===== config.mk =====
export PLATFORM = sky130hd
export DESIGN_NAME = dt_rx_top
export DESIGN_NICKNAME = d
export VERILOG_FILES = /design/src/rtl/dt_rx_pkg.sv /design/src/rtl/dt_rx_edge.sv /design/src/rtl/dt_rx_crc.sv /design/src/rtl/dt_rx_count.sv /design/src/rtl/dt_rx_top.sv
export SDC_FILE = /design/constraint.sdc
export NUM_CORES = 1
export LEC_CHECK = 0
export ABC_AREA = 1
export BUFFER_PORTS_ARGS = -buffer_cell sky130_fd_sc_hd__buf_4
export CORE_AREA = 5 5 105 147
export DETAILED_ROUTE_END_ITERATION = 12
export DIE_AREA = 0 0 110 152
export PLACE_DENSITY = 0.69
export SLEW_MARGIN = 20
export SYNTH_ARGS = -nofsm -noshare
export SYNTH_HDL_FRONTEND = slang
export SYNTH_SLANG_ARGS = --single-unit

===== constraint.sdc =====
create_clock -name clk -period 2.4 [get_ports clk]
set_clock_uncertainty 0.1 [all_clocks]
set_input_delay 0.6 -clock clk [delete_from_list [all_inputs] [get_ports clk]]
set_output_delay 0.6 -clock clk [all_outputs]
set_load 0.05 [all_outputs]

===== src/rtl/dt_rx_pkg.sv =====
package dt_rx_pkg;
  localparam int WORD_W = 16;
  localparam int CRC_W  = 32;
  localparam logic [CRC_W-1:0] CRC_POLY = 32'h04C1_1DB7;
  localparam logic [CRC_W-1:0] CRC_SEED = 32'hFFFF_FFFF;

  typedef enum logic [1:0] {
    RX_IDLE,
    RX_DATA,
    RX_CHK_HI,
    RX_CHK_LO
  } rx_state_e;

  // Advance the CRC register over one word, most significant bit first.
  function automatic logic [CRC_W-1:0] crc_advance(logic [CRC_W-1:0] cur,
                                                   logic [WORD_W-1:0] w);
    logic [CRC_W-1:0] r;
    r = cur;
    for (int i = WORD_W - 1; i >= 0; i--) begin
      if (r[CRC_W-1] ^ w[i]) r = (r << 1) ^ CRC_POLY;
      else                   r = r << 1;
    end
    return r;
  endfunction
endpackage


===== src/rtl/dt_rx_edge.sv =====
module dt_rx_edge #(
  parameter int STAGES = 2
) (
  input  logic clk,
  input  logic rst,
  input  logic strobe_async,
  output logic rise,
  output logic fall
);
  logic [STAGES-1:0] sync_q;
  logic              prev_q;

  always_ff @(posedge clk) begin
    if (rst) begin
      sync_q <= '0;
      prev_q <= 1'b0;
    end else begin
      sync_q <= {sync_q[STAGES-2:0], strobe_async};
      prev_q <= sync_q[STAGES-1];
    end
  end

  assign rise = sync_q[STAGES-1] & ~prev_q;
  assign fall = ~sync_q[STAGES-1] & prev_q;
endmodule


===== src/rtl/dt_rx_crc.sv =====
module dt_rx_crc
  import dt_rx_pkg::*;
(
  input  logic              clk,
  input  logic              rst,
  input  logic              init,
  input  logic              update,
  input  logic [WORD_W-1:0] word,
  output logic [CRC_W-1:0]  crc
);
  always_ff @(posedge clk) begin
    if (rst || init) crc <= CRC_SEED;
    else if (update) crc <= crc_advance(crc, word);
  end
endmodule


===== src/rtl/dt_rx_count.sv =====
module dt_rx_count #(
  parameter int W = 12
) (
  input  logic         clk,
  input  logic         rst,
  input  logic         load,
  input  logic [W-1:0] load_val,
  input  logic         dec,
  output logic         last
);
  logic [W-1:0] cnt_q;

  always_ff @(posedge clk) begin
    if (rst)       cnt_q <= '0;
    else if (load) cnt_q <= load_val;
    else if (dec)  cnt_q <= cnt_q - W'(1);
  end

  assign last = (cnt_q == W'(1));
endmodule


===== src/rtl/dt_rx_top.sv =====
module dt_rx_top
  import dt_rx_pkg::*;
#(
  parameter int CNT_W       = 12,
  parameter int SYNC_STAGES = 2
) (
  input  logic              clk,
  input  logic              rst,
  input  logic              phase_start,
  input  logic              dt_req,
  input  logic              lvd_mode,
  input  logic [CNT_W-1:0]  payload_words,
  input  logic [WORD_W-1:0] bus_data,
  input  logic              bus_strobe,
  input  logic              out_ready,
  output logic              out_valid,
  output logic [WORD_W-1:0] out_data,
  output logic              phase_done,
  output logic              crc_err,
  output logic              mode_err
);
  rx_state_e         state_q;
  logic              dt_q;
  logic              rise, fall;
  logic              start_ok;
  logic              cap;
  logic              cap_payload;
  logic              last_word;
  logic [CRC_W-1:0]  crc_val;
  logic [WORD_W-1:0] chk_hi_q;

  assign start_ok    = phase_start & (lvd_mode | ~dt_req);
  assign cap         = (state_q != RX_IDLE) & ~phase_start & (rise | (dt_q & fall));
  assign cap_payload = cap & (state_q == RX_DATA);

  dt_rx_edge #(.STAGES(SYNC_STAGES)) edge_i (
    .clk(clk), .rst(rst), .strobe_async(bus_strobe), .rise(rise), .fall(fall)
  );

  dt_rx_count #(.W(CNT_W)) count_i (
    .clk(clk), .rst(rst), .load(start_ok), .load_val(payload_words),
    .dec(cap_payload), .last(last_word)
  );

  dt_rx_crc crc_i (
    .clk(clk), .rst(rst), .init(start_ok), .update(cap_payload),
    .word(bus_data), .crc(crc_val)
  );

  always_ff @(posedge clk) begin
    if (rst) begin
      state_q    <= RX_IDLE;
      dt_q       <= 1'b0;
      out_valid  <= 1'b0;
      out_data   <= '0;
      phase_done <= 1'b0;
      crc_err    <= 1'b0;
      mode_err   <= 1'b0;
      chk_hi_q   <= '0;
    end else begin
      phase_done <= 1'b0;
      if (out_valid && out_ready) out_valid <= 1'b0;
      if (phase_start) begin
        crc_err  <= 1'b0;
        mode_err <= ~start_ok;
        dt_q     <= dt_req;
        state_q  <= start_ok ? RX_DATA : RX_IDLE;
      end else if (cap) begin
        unique case (state_q)
          RX_DATA: begin
            out_data  <= bus_data;
            out_valid <= 1'b1;
            if (last_word) begin
              if (dt_q) begin
                state_q <= RX_CHK_HI;
              end else begin
                state_q    <= RX_IDLE;
                phase_done <= 1'b1;
              end
            end
          end
          RX_CHK_HI: begin
            chk_hi_q <= bus_data;
            state_q  <= RX_CHK_LO;
          end
          RX_CHK_LO: begin
            crc_err    <= ({chk_hi_q, bus_data} != crc_val);
            phase_done <= 1'b1;
            state_q    <= RX_IDLE;
          end
          default: state_q <= RX_IDLE;
        endcase
      end
    end
  end
endmodule


==> results.sh <==
export IMPL_status="finished, final reports clean"
export IMPL_core_area_um2=14100
export IMPL_async_flop_share_pct=0
export IMPL_drv_cap=0
export IMPL_die_area_um2=16700
export IMPL_yosysUniqueCellTypes=43
export IMPL_worstSkewPairLatency_ns=0.34
export IMPL_powerDensity_nw_per_um2=539
export IMPL_drc_errors=0
export IMPL_h_tree_depth=3
export IMPL_clockBufferDepth=2
export IMPL_cts_tree="built"
export IMPL_final_setup_viol_count=0
export IMPL_die_h_um=152
export IMPL_worst_pin_slew_ns=0.652
export IMPL_slew_headroom_pct=56.2
export IMPL_period_share_pct=93.0
export IMPL_dpl_worst_slack_ns=-0.159
export IMPL_cts_sinks=86
export IMPL_drive_gt1_share_pct=23.6
export IMPL_pin_count=55
export IMPL_ys_warn_count=0
export IMPL_seqPwrFrac_pct=35.2
export IMPL_wire_per_inst_um=15.4
export IMPL_grt_pass1_vias=6183
export IMPL_post_place_cells=1256
export IMPL_start_util_pct=43.6
export IMPL_synth_edff_count=0
export IMPL_yosys_area_share_adder_pct=1.22
export IMPL_setup_tns_final_ns=0
export IMPL_drtAntennaViolNets=0
export IMPL_cp_max_fo=7
export IMPL_finalHoldViolations=0
export IMPL_ys_ff_latch=86
export IMPL_fin_ws_ns=0.167
export IMPL_rows=52
export IMPL_finalMaxSlewViolations=0
export IMPL_via_per_inst=5.13
export IMPL_peakVddDrop_mv=0.262
export IMPL_portBuffers=54
export IMPL_place_hpwl_um=15600
export IMPL_grt_pass1_wl_um=30500
export IMPL_finalWeightedCongestion=0.987
export IMPL_first_pass_iters=7
export IMPL_grt_ovfl_total=0
export IMPL_grt_max_degree=36
export IMPL_power_frac_comb_pct=31.3
export IMPL_fmax_ghz=0.448
export IMPL_netlist_area_um2=6160
export IMPL_diodes=0
export IMPL_postRouteWirelength_um=19500
export IMPL_critPathRequiredTime_ns=2.54
export IMPL_critical_path_class="primary input to flop"
export IMPL_pwr_share_clk_pct=33.5
export IMPL_drt_initial_drc_count=428
export IMPL_syn_inst=942
export IMPL_synthSimpleGateAreaFrac_pct=36.9
export IMPL_area_growth_syn_to_layout_pct=25.6
export IMPL_internal_power_mw=2.73
export IMPL_nNetsFinal=1119
export IMPL_synth_main_ff_cell="dfxtp_1"
export IMPL_vias=6525
export IMPL_synth_top_family_by_area="simple AND/OR/NAND/NOR gates"
export IMPL_crit_path_end_kind="flop"
export IMPL_critPathLaunchType="primary input"
export IMPL_p_leak_nw=3.67
export IMPL_root_buffer="clkbuf_16"
export IMPL_synth_nets=983
export IMPL_synthXorXnorAreaFrac_pct=12.8
export IMPL_stdcell_count=1272
export IMPL_global_route_usage_total_pct=23.3
export IMPL_switchingPower_mw=1.44
export IMPL_hold_path_class="flop to flop"
export IMPL_avgSynthCellArea_um2=6.54
export IMPL_finalCriticalPeriod_ns=2.23
export IMPL_p_sw_share_pct=34.5
export IMPL_synth_compound_area_share_pct=13.3
export IMPL_antenna_found_initial=0
export IMPL_cts_setup_buffers=0
export IMPL_cp_data_arrival_time_ns=2.37
export IMPL_cts_made_buffers=9
export IMPL_yosysSeqAreaShare_pct=28.0
export IMPL_fill_cells=1418
export IMPL_die_x_um=110
export IMPL_synthMuxAreaShare_pct=0
export IMPL_rsz0062_at_grt="no"
export IMPL_clk_pin_slew_worst_paths_ns=0.07
export IMPL_holdWs_ns=0.301
## through the flow
stage | power [mW] | area (um^2) | utilization, %
finish | 4.17 | 7730 | 54.8
CTS | 4.17 | 7730 | 54.8
detailed placement | 2.78 | 7440 | 52.7
floorplan | 2.30 | 6160 | -
global route | 4.38 | 7730 | 54.8
global placement | 2.78 | 7440 | 52.7
## registers in the layout, indices dropped and copies added (netlist names)
name,cells
chk_hi_q,16
count_i.cnt_q,12
crc_err,1
crc_i.crc,32
dt_q,1
edge_i.prev_q,1
edge_i.sync_q,2
mode_err,1
out_data,16
out_valid,1
phase_done,1
state_q,2
## synth_stat cells (6+ instances only)
master    number  area [um^2]
nand3_1       82          410
nand4_1        8         50.1
ha_1           6         75.1
a21oi_1       75          375
nand2_2       40          250
inv_2         15         56.3
or2_2          8         50.1
o211ai_1       6         45.0
o21ai_1        7         35.0
xnor2_1       26          228
clkbuf_1      19         71.3
xor2_1        62          543
nand2_1      272         1020
nand2_4       16          180
nor2_1        34          128
inv_1         83          312
o21ai_0       51          255
dfxtp_1       86         1720
## power groups by stage
stage	logic, mW	clock network, mW	registers, mW
after floorplan	0.798	0	1.50
after global placement	1.28	0	1.50
after detailed placement	1.28	0	1.50
after CTS	1.29	1.42	1.47
after global routing	1.44	1.47	1.47
final	1.30	1.40	1.47
## kinds of logic after synthesis
| family | after synthesis |
|---|---|
| buffers and inverters | 124 |
| flip-flops | 86 |
| adder cells (fa/ha/maj) | 6 |
| AND/OR/NAND/NOR | 485 |
| AO/OA/AOI/OAI | 152 |
| XOR/XNOR | 89 |
## area by class of cell
class	instances	area, um^2	area share (%)
multi-input combinational	732	3960	51.2
clock buffer	11	253	3.27
inverter	101	387	5.00
sequential	86	1720	22.3
clock inverter	5	40.0	0.518
timing repair buffer	148	1140	14.7
tap	189	236	3.06
## path summary, 6_finish.rpt
kind / from / to / slack, ns / cells past startpoint
max: bus_data[9] / crc_i.crc[14]$_SDFFE_PP1P_ / 0.17 / 15
min: edge_i.sync_q[0]$_SDFF_PP0_ / edge_i.sync_q[1]$_SDFF_PP0_ / 0.30 / 2
max reg2reg: crc_i.crc[31]$_SDFFE_PP1P_ / crc_i.crc[14]$_SDFFE_PP1P_ / 0.19 / 14
min reg2reg: edge_i.sync_q[0]$_SDFF_PP0_ / edge_i.sync_q[1]$_SDFF_PP0_ / 0.30 / 2
## worst max-delay path, cell delays in order
cell,delay (ns)
buf_4,0.13
inv_1,0.09
nand2_1,0.07
nand2_1,0.21
nand2_1,0.16
nand2_4,0.14
nand3_1,0.13
nand2_4,0.16
inv_4,0.08
nand2_2,0.08
nand3_1,0.18
nand2_1,0.15
nand2_1,0.06
nand3_1,0.08
nand2_1,0.05
## cells in the final DEF (no fill, tap or decap), types with 2 or more instances in the layout
cell / instances
dfxtp_2: 2
dfxtp_1: 84
xnor2_1: 26
a31oi_1: 2
o221ai_1: 2
clkinvlp_4: 3
o21ai_0: 51
inv_6: 2
nand2_1: 272
nand3b_1: 5
nand4_1: 8
inv_4: 3
o21ai_1: 7
or2_1: 2
nor3_1: 5
xor2_1: 62
clkbuf_8: 2
and3_1: 2
o211ai_1: 6
buf_12: 2
buf_4: 146
clkbuf_16: 9
or2_2: 8
nor2_1: 34
ha_1: 6
inv_1: 83
nand2_4: 16
inv_2: 15
nor4_1: 4
a21oi_1: 75
nand2_2: 40
nand3_2: 2
nor2_4: 2
nand3_1: 82
## routing by layer
metal  vias up  part of all wire (%)  GRT usage (%)
met1      2998                    40           26.8
li1       3311                     -              -
met5         -                     0              0
met4         0                   4.3           11.2
met2       169                    51           41.5
met3        47                   4.8           2.59
## timing repair
item	4_1_cts	5_1_grt
gates resized for setup	0	2
hold buffers	0	0
endpoints found under the setup margin	0	4
No activity file was read; power rests on OpenSTA's default activity.
